--- src/rtl/acc8_pkg.sv ---
package acc8_pkg;

  typedef enum logic [2:0] {
    ST_BOOT,
    ST_OPC,
    ST_ARG,
    ST_IND,
    ST_EXE,
    ST_PAUSE,
    ST_HALT
  } state_t;

  typedef enum logic [3:0] {
    OP_NOP,
    OP_HLT,
    OP_LDA,
    OP_STO,
    OP_ADD,
    OP_SUB,
    OP_JMP,
    OP_JEQ,
    OP_JFL,
    OP_FTG,
    OP_RSL,
    OP_RSR,
    OP_ASL,
    OP_ASR
  } op_t;

  localparam logic [3:0] GRP_SYS = 4'h0;
  localparam logic [3:0] GRP_IMM = 4'h5;
  localparam logic [3:0] GRP_IND = 4'h6;
  localparam logic [3:0] GRP_SHF = 4'hF;

  localparam int FLG_C = 0;
  localparam int FLG_Z = 1;
  localparam int FLG_N = 2;
  localparam int FLG_O = 3;
  localparam int FLG_W = 4;

endpackage

--- src/rtl/acc8_rst_sync.sv ---
module acc8_rst_sync #(
  parameter int STAGES = 2
) (
  input  logic clk,
  input  logic rst_n,
  output logic rst_sync_n
);

  logic [STAGES-1:0] chain_q;

  always_ff @(posedge clk or negedge rst_n) begin
    if (!rst_n) begin
      chain_q <= '0;
    end else begin
      chain_q <= {chain_q[STAGES-2:0], 1'b1};
    end
  end

  assign rst_sync_n = chain_q[STAGES-1];

endmodule

--- src/rtl/acc8_decode.sv ---
module acc8_decode
  import acc8_pkg::*;
#(
  parameter int DW = 8
) (
  input  logic [DW-1:0] opcode,
  output op_t           op,
  output logic          indirect
);

  logic [3:0] grp;
  logic [3:0] fn;

  assign grp = opcode[DW-1 -: 4];
  assign fn  = opcode[3:0];

  always_comb begin
    op       = OP_NOP;
    indirect = 1'b0;
    case (grp)
      GRP_SYS: begin
        if (fn == 4'h1) op = OP_HLT;
      end
      GRP_IMM, GRP_IND: begin
        case (fn)
          4'h0:    op = OP_LDA;
          4'h1:    op = OP_STO;
          4'h2:    op = OP_ADD;
          4'h3:    op = OP_SUB;
          4'h4:    op = OP_JMP;
          4'h5:    op = OP_JEQ;
          4'h6:    op = OP_JFL;
          4'h7:    op = OP_FTG;
          default: op = OP_NOP;
        endcase
        indirect = (grp == GRP_IND) && !fn[3];
      end
      GRP_SHF: begin
        case (fn)
          4'h0:    op = OP_RSL;
          4'h1:    op = OP_RSR;
          4'h2:    op = OP_ASL;
          4'h3:    op = OP_ASR;
          default: op = OP_NOP;
        endcase
      end
      default: op = OP_NOP;
    endcase
  end

endmodule

--- src/rtl/acc8_alu.sv ---
module acc8_alu
  import acc8_pkg::*;
#(
  parameter int DW = 8
) (
  input  op_t              op,
  input  logic [DW-1:0]    acc,
  input  logic [DW-1:0]    val,
  input  logic [FLG_W-1:0] flg_in,
  output logic [DW-1:0]    res,
  output logic [FLG_W-1:0] flg_out,
  output logic             acc_we
);

  localparam int MSB = DW - 1;

  logic [DW:0] sum_w;
  logic [DW:0] dif_w;

  assign sum_w = {1'b0, acc} + {1'b0, val};
  assign dif_w = {1'b0, acc} - {1'b0, val};

  always_comb begin
    res     = acc;
    flg_out = flg_in;
    acc_we  = 1'b0;
    case (op)
      OP_LDA: begin
        res    = val;
        acc_we = 1'b1;
      end
      OP_ADD: begin
        res            = sum_w[DW-1:0];
        flg_out[FLG_C] = sum_w[DW];
        flg_out[FLG_O] = (acc[MSB] == val[MSB]) && (sum_w[MSB] != acc[MSB]);
        acc_we         = 1'b1;
      end
      OP_SUB: begin
        res            = dif_w[DW-1:0];
        flg_out[FLG_C] = dif_w[DW];
        flg_out[FLG_O] = (acc[MSB] != val[MSB]) && (dif_w[MSB] != acc[MSB]);
        acc_we         = 1'b1;
      end
      OP_RSL: begin
        res            = {acc[DW-2:0], acc[MSB]};
        flg_out[FLG_C] = acc[MSB];
        acc_we         = 1'b1;
      end
      OP_RSR: begin
        res            = {acc[0], acc[DW-1:1]};
        flg_out[FLG_C] = acc[0];
        acc_we         = 1'b1;
      end
      OP_ASL: begin
        res            = {acc[DW-2:0], 1'b0};
        flg_out[FLG_C] = acc[MSB];
        acc_we         = 1'b1;
      end
      OP_ASR: begin
        res            = {acc[MSB], acc[DW-1:1]};
        flg_out[FLG_C] = acc[0];
        acc_we         = 1'b1;
      end
      OP_FTG: begin
        flg_out = flg_in ^ val[FLG_W-1:0];
      end
      default: begin
        res = acc;
      end
    endcase
    if (acc_we) begin
      flg_out[FLG_Z] = (res == '0);
      flg_out[FLG_N] = res[MSB];
    end
  end

endmodule

--- src/rtl/acc8_sequencer.sv ---
module acc8_sequencer
  import acc8_pkg::*;
#(
  parameter int DW       = 8,
  parameter int SW_W     = 4,
  parameter int RST_SYNC = 2
) (
  input  logic            clk,
  input  logic            rst_n,
  input  logic            wait_n,
  input  logic [SW_W-1:0] sense_sw,
  input  logic [DW-1:0]   mem_rdata,
  output logic [DW-1:0]   mem_addr,
  output logic [DW-1:0]   mem_wdata,
  output logic            rd_n,
  output logic            wr_n,
  output logic            addr_oe_n,
  output logic            data_oe_n
);

  localparam int             ST_W     = SW_W + FLG_W;
  localparam logic [DW-1:0]  BOOT_VEC = '1;
  localparam logic [DW-1:0]  INC1     = DW'(1);
  localparam logic [DW-1:0]  INC2     = DW'(2);
  localparam logic [DW-1:0]  INC4     = DW'(4);

  logic core_rst_n;

  state_t           state_q, state_d;
  logic [DW-1:0]    ip_q, ip_d;
  logic [DW-1:0]    acc_q;
  logic [FLG_W-1:0] flg_q;
  logic [DW-1:0]    ir_q, ir_d;
  logic [DW-1:0]    opr_q, opr_d;
  logic             ip_en, ir_en, opr_en, acc_en, flg_en;

  op_t              dec_op;
  logic             dec_ind;
  logic [DW-1:0]    alu_res;
  logic [FLG_W-1:0] alu_flg;
  logic             alu_we;

  logic             rd_act, wr_act;
  logic [DW-1:0]    addr_d;
  logic [ST_W-1:0]  status_w;
  logic             flag_hit;

  acc8_rst_sync #(.STAGES(RST_SYNC)) u_rsync (
    .clk        (clk),
    .rst_n      (rst_n),
    .rst_sync_n (core_rst_n)
  );

  acc8_decode #(.DW(DW)) u_dec (
    .opcode   (ir_q),
    .op       (dec_op),
    .indirect (dec_ind)
  );

  acc8_alu #(.DW(DW)) u_alu (
    .op      (dec_op),
    .acc     (acc_q),
    .val     (opr_q),
    .flg_in  (flg_q),
    .res     (alu_res),
    .flg_out (alu_flg),
    .acc_we  (alu_we)
  );

  assign status_w = {sense_sw, flg_q};
  assign flag_hit = |(status_w & opr_q[ST_W-1:0]);

  // next-state and bus control
  always_comb begin
    state_d = state_q;
    ip_d    = ip_q;
    ir_d    = ir_q;
    opr_d   = opr_q;
    ip_en   = 1'b0;
    ir_en   = 1'b0;
    opr_en  = 1'b0;
    acc_en  = 1'b0;
    flg_en  = 1'b0;
    rd_act  = 1'b0;
    wr_act  = 1'b0;
    addr_d  = '0;
    if (core_rst_n) begin
      case (state_q)
        ST_BOOT: begin
          rd_act  = 1'b1;
          addr_d  = BOOT_VEC;
          ip_d    = mem_rdata;
          ip_en   = 1'b1;
          state_d = ST_OPC;
        end
        ST_OPC: begin
          rd_act  = 1'b1;
          addr_d  = ip_q;
          ir_d    = mem_rdata;
          ir_en   = 1'b1;
          state_d = ST_ARG;
        end
        ST_ARG: begin
          rd_act  = 1'b1;
          addr_d  = ip_q + INC1;
          opr_d   = mem_rdata;
          opr_en  = 1'b1;
          state_d = dec_ind ? ST_IND : ST_EXE;
        end
        ST_IND: begin
          rd_act  = 1'b1;
          addr_d  = opr_q;
          opr_d   = mem_rdata;
          opr_en  = 1'b1;
          state_d = ST_EXE;
        end
        ST_EXE: begin
          ip_en  = 1'b1;
          acc_en = alu_we;
          flg_en = 1'b1;
          case (dec_op)
            OP_STO: begin
              wr_act = 1'b1;
              addr_d = opr_q;
              ip_d   = ip_q + INC2;
            end
            OP_JMP:  ip_d = opr_q;
            OP_JEQ:  ip_d = flg_q[FLG_Z] ? opr_q : ip_q + INC2;
            OP_JFL:  ip_d = flag_hit ? ip_q + INC4 : ip_q + INC2;
            OP_HLT:  ip_en = 1'b0;
            default: ip_d = ip_q + INC2;
          endcase
          if (dec_op == OP_HLT) begin
            state_d = ST_HALT;
          end else if (!wait_n) begin
            state_d = ST_PAUSE;
          end else begin
            state_d = ST_OPC;
          end
        end
        ST_PAUSE: begin
          if (wait_n) state_d = ST_OPC;
        end
        ST_HALT: begin
          state_d = ST_HALT;
        end
        default: begin
          state_d = ST_HALT;
        end
      endcase
    end
  end

  // registers
  always_ff @(posedge clk or negedge core_rst_n) begin
    if (!core_rst_n) begin
      state_q <= ST_BOOT;
      ip_q    <= '0;
      ir_q    <= '0;
      opr_q   <= '0;
      acc_q   <= '0;
      flg_q   <= '0;
    end else begin
      state_q <= state_d;
      if (ip_en)  ip_q  <= ip_d;
      if (ir_en)  ir_q  <= ir_d;
      if (opr_en) opr_q <= opr_d;
      if (acc_en) acc_q <= alu_res;
      if (flg_en) flg_q <= alu_flg;
    end
  end

  assign mem_addr  = addr_d;
  assign mem_wdata = wr_act ? acc_q : '0;
  assign rd_n      = ~rd_act;
  assign wr_n      = ~wr_act;
  assign addr_oe_n = ~(rd_act | wr_act);
  assign data_oe_n = ~wr_act;


  boot_vec_chk: assert property (@(posedge clk) disable iff (!core_rst_n)
    (state_q == ST_BOOT) |=> (ip_q == $past(mem_rdata)));


  ip_step_chk: assert property (@(posedge clk) disable iff (!core_rst_n)
    (state_q == ST_EXE && dec_op != OP_JMP && dec_op != OP_JEQ &&
     dec_op != OP_JFL && dec_op != OP_HLT) |=> (ip_q == $past(ip_q) + INC2));


  jmp_tgt_chk: assert property (@(posedge clk) disable iff (!core_rst_n)
    (state_q == ST_EXE && dec_op == OP_JMP) |=> (ip_q == $past(opr_q)));


  sto_keep_chk: assert property (@(posedge clk) disable iff (!core_rst_n)
    (state_q == ST_EXE && dec_op == OP_STO) |=> ($stable(acc_q) && $stable(flg_q)));


  halt_hold_chk: assert property (@(posedge clk) disable iff (!core_rst_n)
    (state_q == ST_HALT) |=> (state_q == ST_HALT && $stable(ip_q) && rd_n && wr_n));


  wait_hold_chk: assert property (@(posedge clk) disable iff (!core_rst_n)
    (state_q == ST_EXE && !wait_n && dec_op != OP_HLT) |=> (rd_n && wr_n));


  strobe_excl_chk: assert property (@(posedge clk) disable iff (!core_rst_n)
    !(!rd_n && !wr_n));

endmodule

--- config.mk ---
export PLATFORM = sky130hd
export DESIGN_NAME = acc8_sequencer
export DESIGN_NICKNAME = d
export VERILOG_FILES = /design/src/rtl/acc8_pkg.sv /design/src/rtl/acc8_rst_sync.sv /design/src/rtl/acc8_decode.sv /design/src/rtl/acc8_alu.sv /design/src/rtl/acc8_sequencer.sv
export SDC_FILE = /design/constraint.sdc
export NUM_CORES = 1
export LEC_CHECK = 0
export BUFFER_PORTS_ARGS = -buffer_cell sky130_fd_sc_hd__buf_2
export CAP_MARGIN = 20
export CORE_MARGIN = 1
export CORE_UTILIZATION = 35
export CTS_CLUSTER_SIZE = 20
export DETAILED_ROUTE_END_ITERATION = 7
export MAX_ROUTING_LAYER = met4
export PLACE_DENSITY = 0.59
export SYNTH_ARGS = -nofsm -noshare
export SYNTH_HDL_FRONTEND = slang
export SYNTH_HIERARCHICAL = 1
export SYNTH_SLANG_ARGS = --single-unit
--- constraint.sdc ---
create_clock -name clk -period 2.7 [get_ports clk]
set_clock_uncertainty 0.2 [all_clocks]
set_input_delay 0 -clock clk [delete_from_list [all_inputs] [get_ports clk]]
set_output_delay 0 -clock clk [all_outputs]
set_load 0.02 [all_outputs]
==> impl_summary.md, run 1 <==
Placement
The setup slack at placement is -447 ps. The placed wire-length estimate after detailed placement is 11,200 um. Input and output buffers added on the ports amount to 34. The placed instance area is 0.00550 mm^2. The placer's final routability congestion estimate is 0.918.

Worst setup path
The capture point of the worst reg-to-reg path is flg_q[1]. The end point of the critical path is flg_q[1]. In this run the critical register-to-register path is launched from ir_q[5]. The kind of launch point of the worst setup path is a register. Of all nets on the critical path, the largest fanout is 11. The required time of the critical path is 2730 ps.

The number of cells on the worst reg-to-reg path is 11. For the worst setup path, the data arrival time is 3190 ps. The beginning of the critical path is ir_q[5]. The endpoint kind of the worst setup timing path is a register. The setup check on the worst reg-to-reg path leaves a slack of -460 ps.

The setup path with the least slack is of type register to register.

Yosys
The number of flip-flops and latches in the synthesized netlist is 41. The synthesized area per cell is 8.44 um^2. The yosys synthesis warning count is 6. After technology mapping, the gate count stands at 518.

Among all flip-flop cells after synthesis, the most frequent one is dfrtp_1. Counting every net in the synthesized netlist gives 557. Synthesis instantiated 91 different standard cells from the library. After synthesis the cells add up to 0.00437 mm^2.

In this run, synthesis inferred 0 flip-flops with an integrated enable. For this run, the register share of the synthesized area comes to 23.5%. The share of async-settable or async-resettable flops after synthesis is 100%.

Global route
In the global route stage, overall resource usage came out at 25.8%. The via count of the first global-routing pass is 4,826. The initial antenna violation count came to 0. The pin count of the biggest net entering global routing is 26.

The first global-routing pass estimated 25,300 um of wire. Global routing finished with a remaining overflow of 0.

STA
The max-slew violation total from the final report is 0. Summed over all failing endpoints, the final setup total negative slack is -7620 ps. The worst path uses 117% of the clock period. Subtracting the final worst setup slack from the clock period gives 3160 ps. The final worst-path setup slack is -464 ps. Setup repair after global routing could not meet its margin everywhere.

For the pin with the worst max-slew slack, the measured transition is 632 ps. In this run the tightest slew margin relative to its limit is 57.6%. The upper clock frequency limit is 316 MHz. The number of setup violations in the final report is 39.

The final number of hold-violating endpoints is 0. Hold timing on the final database bottoms out at a slack of 132 ps.

Pwr
The share of total power in the clock network is 12.0%. Net switching is 46.0% of the power. The cell-internal power is 3640 uW. The reported net switching power is 3110 uW. In this run the static leakage power is 0.00294 uW. Sequential cells account for 18.7% of the total power. In this run, the combinational gates consume 69.3% of the power. The power per standard cell area is 1040 mW/mm^2. The peak supply drop is 0.745 mV.

Outcome
The flow ran to the end, but the final reports show violations. The final reports fail on negative setup slack.

Finish
For this run, the post-layout net count is 726. The final design instance area without fill is 0.00649 mm^2. Relative to the synthesized area, the layout overhead comes to 48.4%.

In the layout the commonest cells are 123 x buf_4, 40 x nand2_1, 40 x dfrtp_1. The final cell utilization of the core is 53.6%. The antenna diode count is 0. The commonest non-fill, non-tap cell in the layout is buf_4. In the final layout, the share of cells above drive strength 1 is 44.9%.

Routing
The average via count per standard cell is 5.63. After detailed routing, the number of remaining DRC violations is 0. The final layout contains routed wiring with a total length of 15,800 um. The first-pass iteration count of the detailed router is 5. In this run the remaining antenna-violating nets after routing total 0. The total number of vias is 4,820. After detailed routing, the average wire length per cell comes to 18.5 um.

The detailed router finished its first iteration with 351 violations.

Clock tree
In this run the deepest clock path goes through 2 buffers. The clock latency reported for the late side of the worst-skew pair is 290 ps. The clock root buffer is clkbuf_16. Counting the buffers created by CTS gives 5. The tree built by TritonCTS fans out to 41 sinks. The CTS tree is yes.

After clock tree synthesis, the clock-pin slew on the worst setup and hold paths is 70 ps. The H-tree generated during clock tree synthesis spans 2 levels.

Die
35 I/O pins were placed. In this run the horizontal extent of the chip is 114 um. Row generation in the floorplan step produced 40 rows. Measured along the y axis, the die boundary spans 114 um. The area inside the core boundary is 0.0121 mm^2. The die footprint is 0.0129 mm^2. The initial cell density of the core is 36.1%.

Hold path
The worst hold path class is register to async pin.

Run
Max-cap violations in this run came to 0.
-- per-layer routing --
layer  GRT usage, %  routed length (um)
met1           33.5                6770
met2           41.1                7380
met3           2.66                 898
met4           10.9                 746
met5              -                   0
-- synth_stat cells (11+ instances only) --
master	instances	area (um^2)
nand2_1	47	176
nor2_1	42	158
a21oi_1	41	205
dfrtp_1	41	1030
mux2_2	29	327
inv_1	23	86.3
ha_1	22	275
o21ai_0	21	105
nand3_1	15	75.1
and3_1	12	75.1
clkbuf_1	11	41.3
-- per-stage QoR --
step	instances	total power, uW
after floorplan	518	3600
after global placement	807	5060
after detailed placement	807	5130
after CTS	854	6560
after global routing	856	7140
final	856	6740
-- critical path, stage by stage (launching register included) --
cell and delay (ps):
dfrtp_1 410, and4b_4 230, a22oi_2 260, a21boi_4 90
buf_12 150, or4_4 460, o211ai_1 120, xnor2_1 210
o21ai_1 130, a2111o_1 420, o41ai_2 210, mux2_4 190
-- power groups by stage --
| stage | registers, uW | logic [uW] | clock network, uW |
|---|---|---|---|
| 2_1_floorplan | 1160 | 2450 | 0 |
| 3_3_place_gp | 1230 | 3830 | 0 |
| 3_5_place_dp | 1250 | 3890 | 0 |
| 4_1_cts | 1240 | 4510 | 818 |
| 5_1_grt | 1300 | 4990 | 846 |
| 6_report | 1260 | 4670 | 811 |
-- registers in the layout, indices dropped and copies added (netlist names) --
signal / count
acc_q: 8
flg_q: 4
ip_q: 8
ir_q: 8
opr_q: 8
state_q: 3
u_rsync/chain_q: 2
-- worst min-delay path by stage --
stage                       start                 end  cells past startpoint  slack, ps
6_report       u_rsync/chain_q[1]             ir_q[5]                      1        130
5_1_grt        u_rsync/chain_q[1]             ir_q[5]                      1        150
4_1_cts        u_rsync/chain_q[1]             ir_q[2]                      1        130
3_5_place_dp                rst_n  u_rsync/chain_q[0]                      1       -410
3_3_place_gp                rst_n  u_rsync/chain_q[0]                      1       -410
2_1_floorplan               rst_n  u_rsync/chain_q[0]                      0       -500
-- repair_timing --
action	4_1_cts	5_1_grt
endpoints found under the setup margin	40	42
gates resized for setup	105	13
endpoints found under the hold margin	27	0
hold buffers	12	0
cloned	1	0
pin swaps	37	8
setup buffers	31	3
-- cells by family after synthesis --
family | synth area share [%]
buffers and inverters | 7.27
adder cells (fa/ha/maj) | 7.21
AND/OR/NAND/NOR | 23.6
multiplexers | 9.65
flip-flops | 23.5
XOR/XNOR | 3.41
other | 0.0858
AO/OA/AOI/OAI | 25.3
-- final cells by class --
cell class / count / area (um^2)
Timing Repair Buffer: 194 / 1580
Clock buffer: 5 / 125
Inverter: 25 / 96.3
Fill cell: 1099 / 5630
Tap cell: 168 / 210
Sequential cell: 41 / 1030
Multi-Input combinational cell: 420 / 3370
Clock inverter: 3 / 68.8
No activity file was read; power rests on OpenSTA's default activity.
==> inputs of run 2 (changes only) <==
BUFFER_PORTS_ARGS = -buffer_cell sky130_fd_sc_hd__clkbuf_2   (was -buffer_cell sky130_fd_sc_hd__buf_2)
PLACE_DENSITY = 0.61   (was 0.59)
clock period = 2.56 ns   (was 2.7 ns; I/O delays follow)
==> run 2 against run 1 <==
The run still ends with negative setup slack left. Combinational power is 2% higher. Critical path depth stayed put. Power is 1.3% higher. Global-route usage is 0.50 points lower. Hold slack worse by 17 ps. Core utilization is 1.5 points lower. Sequential share of layout area is 0.46 points higher.
==> impl_summary.md, run 2 (synthesized netlist as in run 1, its figures left out) <==
Finish
The area added between synthesis and finish is 44.2%. The final design instance area without fill came to 0.00630 mm^2 (-2.8%). The antenna diode count came to 0 (unchanged). Leaving out fill and tap cells, the most frequent cells in the layout are 114 x buf_4, 43 x nand2_1, 40 x dfrtp_1. The fraction of final layout cells sized beyond drive strength 1 came to 43.3% (-1.6 points). The count of filler cells inserted in the layout is 1,125 (+2.4%). The final-stage net count is 710 (-2.2%). The commonest non-fill, non-tap cell in the layout is buf_4.

Worst setup path
Traced cell by cell, the critical path runs through and4b_4 -> a22oi_2 -> a21boi_4 -> buf_6 -> or4_4 -> o211ai_1 -> xnor2_1 -> o21ai_1 -> a2111o_1 -> o41ai_2 -> mux2_4. The kind of launch point of the worst setup path is a register. The largest fanout of any net on the critical path was 4 (-7).

The internal reg-to-reg setup slack is -580 ps (-120 ps). The capture point of the worst reg-to-reg path is flg_q[1]. The worst stage delay on the critical path is 460 ps (about the same).

The required time of the critical path is 2590 ps (-140 ps). The number of cells traversed by the worst register-to-register path is 11 (unchanged). The cell family contributing the most delay on the critical path is compound AO/OA/AOI/OAI gates.

The largest individual stage delay along the critical path comes from the cell or4_4. The buffer and inverter count on the worst path is 1 (unchanged). The critical path data arrival time came to 3170 ps (-20 ps). The beginning of the worst register-to-register path is ir_q[5]. The endpoint kind of the worst setup timing path is a register. The worst setup path category is register to register.

Placement
The placed instance area was 0.00546 mm^2 (-0.68%). The placer's final routability congestion estimate came to 0.928 (+1.0%). The placed wire-length estimate after detailed placement came to 11,100 um (-0.76%). The number of port buffers is 34 (unchanged).

Pwr
The share of total power in the clock network is 10.9% (-1.1 points). The sequential power share is 19.5% (+0.8 points). The reported net switching power came to 3170 uW (+2.1%). The standby leakage power came to 0.00283 uW (-3.7%).

The power per standard cell area is 1080 mW/mm^2 (+4.3%). The switching power share of the total is 46.4% (+0.37 points). The total chip power is 6830 uW (+1.3%). The peak supply drop is 0.661 mV (-11%). The share of power burned in combinational logic is 69.6% (+0.3 points). The cell-internal power is 3660 uW (+0.65%).

Global route
The via count of the first global-routing pass is 4,650 (-3.6%). The total grt overflow is 0 (unchanged). The pin count of the biggest net entering global routing came to 23 (-12%). The aggregate global-route resource usage is 25.3% (-0.50 points). The initial antenna violation count is 0 (unchanged). The global-route wire length before repair came to 24,500 um (-3.1%).

Die
The initial cell density of the core is 36.1% (unchanged). The die extent in x is 114 um (unchanged). The area inside the core boundary was 0.0121 mm^2 (unchanged).

The die footprint is 0.0129 mm^2 (unchanged). The placement row count is 40 (unchanged). The die extent in y was 114 um (unchanged). The number of primary I/O pins came to 35 (unchanged).

STA
The worst slew slack as a fraction of its limit was 55.9% (-1.7 points). The actual transition at the worst max-transition pin came to 657 ps (+25.6 ps). The final worst-path setup slack came to -581 ps (-117 ps). The final number of hold-violating endpoints is 0 (unchanged). The max-slew violation total from the final report is 0 (unchanged). The upper clock frequency limit is 318 MHz (+0.72%). Setup repair after global routing could not meet its margin everywhere. The number of setup violations in the final report was 42 (+7.7%). The minimum period implied by the final worst setup slack is 3140 ps (-22.7 ps). The share of the clock period used by the worst path after layout was 123% (+5.5 points). The post-route worst hold slack came to 114 ps (-17.2 ps).

Outcome
The final reports fail on negative setup slack. The flow ran to the end, but the final reports show violations.

Clock tree
The clock latency reported for the late side of the worst-skew pair is 290 ps (about the same). The clock slew seen by the registers of the worst setup and hold paths came to 70 ps (about the same). The CTS tree is yes. The CTS buffer count is 5 (unchanged). The maximum level of the CTS H-tree is 2 (unchanged). The tree is rooted in a clkbuf_16.

The clock sink count was 41 (unchanged). The maximum clock path buffer count came to 2 (unchanged).

Routing
The average via count per standard cell is 5.58 (-0.84%). The total number of vias came to 4,690 (-2.7%). The number of nets with antenna violations after detailed routing is 0 (unchanged). The first-pass iteration count of the detailed router is 5 (unchanged). The number of remaining DRC errors was 0 (unchanged).

The detail-routed net length per standard cell is 18.2 um (-1.3%). The number of DRC markers in iteration 0 was 202 (-42%). The routed wire length came to 15,300 um (-3.2%).

Run
The number of maximum-capacitance violations is 0 (unchanged).

Hold path
The path class of the tightest hold or removal check is register to async pin.
==> run 2: cell type report <==
class | count | area [um^2] | area share, %
well taps | 168 | 210 | 3.33
repair buffers | 179 | 1450 | 22.9
multi-input cells | 419 | 3360 | 53.2
clock inverters | 3 | 46.3 | 0.734
flip-flops and latches | 41 | 1030 | 16.3
inverters | 25 | 93.8 | 1.49
clock buffers | 5 | 125 | 1.98
==> run 2: how the worst max path moves through the flow <==
stage | start | end | slack (ps) | cells after the start
2_1_floorplan | ir_q[1] | flg_q[1] | -430 | 11
3_3_place_gp | ir_q[2] | flg_q[1] | -530 | 13
3_5_place_dp | ir_q[2] | flg_q[1] | -620 | 13
4_1_cts | ir_q[5] | flg_q[1] | -550 | 11
5_1_grt | ir_q[5] | flg_q[1] | -710 | 13
6_report | ir_q[5] | flg_q[1] | -580 | 11
==> run 2: per-stage QoR <==
stage | setup WS, ps | TNS [ps] | std cells | utilization (%)
global route | -706 | -18120 | 840 | 52.0
finish | -581 | -13000 | 840 | 52.0
CTS | -549 | -10120 | 837 | 50.8
detailed placement | -621 | -7800 | 802 | 45.1
global placement | -535 | -6360 | 802 | 45.1
floorplan | -433 | -1390 | 518 | -
==> run 2: timing repair <==
action / CTS / global route
hold endpoints to repair: 24 / 0
pin swaps: 25 / 21
setup buffers: 17 / 4
endpoints found under the setup margin: 42 / 42
hold buffers: 11 / 0
resized for setup: 77 / 29
==> run 2: metal layers <==
layer / vias to the layer above / global-route usage (%) / part of all wire, %
met5: - / - / 0
met4: 0 / 8.68 / 3.0
met3: 36 / 2.66 / 4.3
met2: 158 / 41.9 / 49
met1: 2282 / 32.3 / 44
li1: 2214 / - / -
==> run 2: worst register-to-register path, delay by kind of cell (launching register included) <==
family | cells | cell delay [ps]
compound gates | 6 | 1260
simple gates | 2 | 700
flops | 1 | 410
mux | 1 | 190
xor+xnor | 1 | 180
buf+inv | 1 | 140
==> run 2: power groups by stage <==
stage | clock network (uW) | logic (uW) | registers, uW
final | 745 | 4760 | 1330
after global routing | 781 | 5130 | 1370
after CTS | 763 | 4550 | 1310
after detailed placement | 0 | 4070 | 1320
after global placement | 0 | 4000 | 1300
after floorplan | 0 | 2580 | 1220
==> inputs of run 3 (changes only) <==
PLACE_DENSITY = 0.59   (was 0.61)
clock period = 2.95 ns   (was 2.56 ns; I/O delays follow)
==> run 3 against run 2 <==
The run still ends with negative setup slack left. Critical path type unchanged. Non-clock buffer count down 39. Cell count down 4.6%. Core utilization down 3.8 points. Power down 17%. Sequential power down 12%. Count of clock-buffer cells in the layout unchanged. Sequential share of layout area up 1.3 points. Worst setup slack better by 390 ps. Critical endpoint unchanged.
==> impl_summary.md, run 3 (synthesized netlist as in run 1, its figures left out) <==
Routing
The routed wire length is 14,600 um (-4.6%). The total number of vias is 4,432 (-5.5%). The first-pass iteration count of the detailed router is 4 (-1). The number of DRC markers in iteration 0 is 272 (+35%). The average via count per standard cell was 5.53 (-0.90%).

The detail-routed net length per standard cell was 18.2 um (about the same). The number of nets with antenna violations after detailed routing came to 0 (unchanged). The number of remaining DRC errors came to 0 (unchanged).

Global route
The via count of the first global-routing pass is 4,354 (-6.4%). The met3 track utilization from global routing is 3.24% (+0.58 points). The total grt overflow was 0 (unchanged).

The global-route wire length before repair is 23,400 um (-4.6%). The pin count of the biggest net entering global routing came to 27 (+17%). The highest-utilization routing layer at the global route stage is met2. The met1 routing resource usage after global routing is 30.7% (-1.6 points).

The met2 track demand over resource is 38.7% (-3.2 points). The initial antenna violation count is 0 (unchanged). The aggregate global-route resource usage is 24.2% (-1.1 points).

Worst setup path
The internal reg-to-reg setup slack is -190 ps (+390 ps). The critical path data arrival time is 3170 ps (about the same). The largest fanout of any net on the critical path was 12 (+8). In this run the critical register-to-register path is launched from ir_q[5]. The required time of the critical path is 2990 ps (+400 ps). STA classifies the critical path startpoint as a register. The worst setup path category is register to register. In this run the critical register-to-register path is captured at flg_q[1]. The number of cells traversed by the worst register-to-register path came to 11 (unchanged). STA classifies the critical path endpoint as a register.

Outcome
The flow ran to the end, but the final reports show violations. The final reports fail on negative setup slack.

STA
The share of the clock period used by the worst path after layout is 106% (-16 points). The upper clock frequency limit was 319 MHz (+0.13%). Setup repair after global routing could not meet its margin everywhere. The final number of hold-violating endpoints is 0 (unchanged).

The worst slew slack as a fraction of its limit is 55.0% (-0.92 points). The number of setup violations in the final report was 7 (-83%). The max-slew violation total from the final report is 0 (unchanged). The actual transition at the worst max-transition pin is 670 ps (+13.1 ps). The final worst-path setup slack is -187 ps (+394 ps).

The setup TNS is -443 ps (+12,560 ps). The post-route worst hold slack is 43.9 ps (-70.4 ps). The minimum period implied by the final worst setup slack is 3140 ps (-4.15 ps).

Finish
Compared with the post-synthesis result, the final layout area differs by 33.5%. The fraction of final layout cells sized beyond drive strength 1 is 35.7% (-7.6 points). The antenna diode count is 0 (unchanged). The count of filler cells inserted in the layout is 1,200 (+6.7%). The final-stage net count came to 671 (-5.5%). The final cell utilization of the core is 48.2% (-3.8 points). Leaving out fill and tap cells, the most frequent cells in the layout are 88 x buf_4, 46 x nand2_1, 40 x nor2_1, 40 x dfrtp_1, 39 x a21oi_1.

The library cell used most frequently in the layout, excluding fill and tap cells, is buf_4.

Placement
The placer's final routability congestion estimate was 0.944 (+1.8%). The setup slack at placement is -201 ps (+420 ps). The placed wire-length estimate after detailed placement is 10,900 um (-2.5%). The number of port buffers is 34 (unchanged).

Clock tree
The clock slew seen by the registers of the worst setup and hold paths is 70 ps (about the same). The clock latency reported for the late side of the worst-skew pair is 300 ps (about the same). The clock root buffer is clkbuf_16.

The CTS tree is yes. The maximum level of the CTS H-tree was 2 (unchanged). The maximum clock path buffer count is 2 (unchanged). The CTS buffer count is 5 (unchanged).

The clock sink count is 41 (unchanged).

Pwr
The power per standard cell area is 968 mW/mm^2 (-11%). The peak supply drop was 0.538 mV (-19%). The standby leakage power is 0.00260 uW (-8.0%).

Die
The die extent in x came to 114 um (unchanged). The die extent in y is 114 um (unchanged). The area inside the core boundary was 0.0121 mm^2 (unchanged). The number of primary I/O pins is 35 (unchanged). The placement row count came to 40 (unchanged).

The die footprint is 0.0129 mm^2 (unchanged). The initial cell density of the core is 36.1% (unchanged).

Run
The number of maximum-capacitance violations is 0 (unchanged).

Hold path
The worst hold path class is register to async pin.
## run 3: cell types whose count changed in the layout (fill, tap and decap cells not counted), moves of 3 or more
cell	delta
buf_6	-11
a21oi_2	-7
o21ai_1	-4
buf_4	-26
a21oi_1	+8
nand2_1	+3
o21ai_0	+5
## run 3: worst max path at each step
| stage | from | end | depth (start not counted) | slack (ps) |
|---|---|---|---|---|
| 3_5_place_dp | ir_q[7] | flg_q[1] | 13 | -200 |
| 4_1_cts | ir_q[5] | flg_q[1] | 11 | -190 |
| 3_3_place_gp | ir_q[7] | flg_q[1] | 12 | -110 |
| 6_report | ir_q[5] | flg_q[1] | 11 | -190 |
| 5_1_grt | ir_q[5] | flg_q[1] | 11 | -330 |
| 2_1_floorplan | ir_q[1] | flg_q[1] | 11 | -40 |
## run 3: worst max-delay path: stages, from the launching register on
cell and delay (ps):
dfrtp_1 400, and4b_4 220, a22oi_2 290, a21boi_4 100, buf_12 160, or4_4 480, o211ai_1 110, xnor2_1 180
o21ai_1 110, a2111o_1 410, o41ai_2 210, mux2_4 190
## run 3: power breakdown
group	leakage, uW	switching (uW)	internal [uW]
clock	0.0000944	269	489
combinational	0.00200	1970	1750
sequential	0.000507	384	788
## run 3: per-layer routing
layer	wire [um]	part of all wire, %
met4	558	3.8
met5	0	0
met1	6430	44
met3	644	4.4
met2	6970	48
## run 3: per-stage QoR
step	instance area, um^2	total power, uW	instances
after floorplan	4390	3290	518
after global placement	5170	4440	765
after detailed placement	5170	4470	765
after CTS	5590	5390	792
after global routing	5840	6040	801
final	5840	5650	801
## run 3: repair_timing
action | CTS | global route
endpoints found under the setup margin | 22 | 26
buffers inserted | 8 | 9
hold buffers | 11 | 0
gates resized for setup | 15 | 40
pin swaps | 7 | 15
hold endpoints to repair | 23 | 0
## run 3: cell type report
type	count	area (um^2)	area share, %
Inverter	25	93.8	1.61
Sequential cell	41	1030	17.6
Timing Repair Buffer	140	1110	19.0
Clock inverter	3	68.8	1.18
Multi-Input combinational cell	419	3200	54.9
Clock buffer	5	125	2.14
Tap cell	168	210	3.60
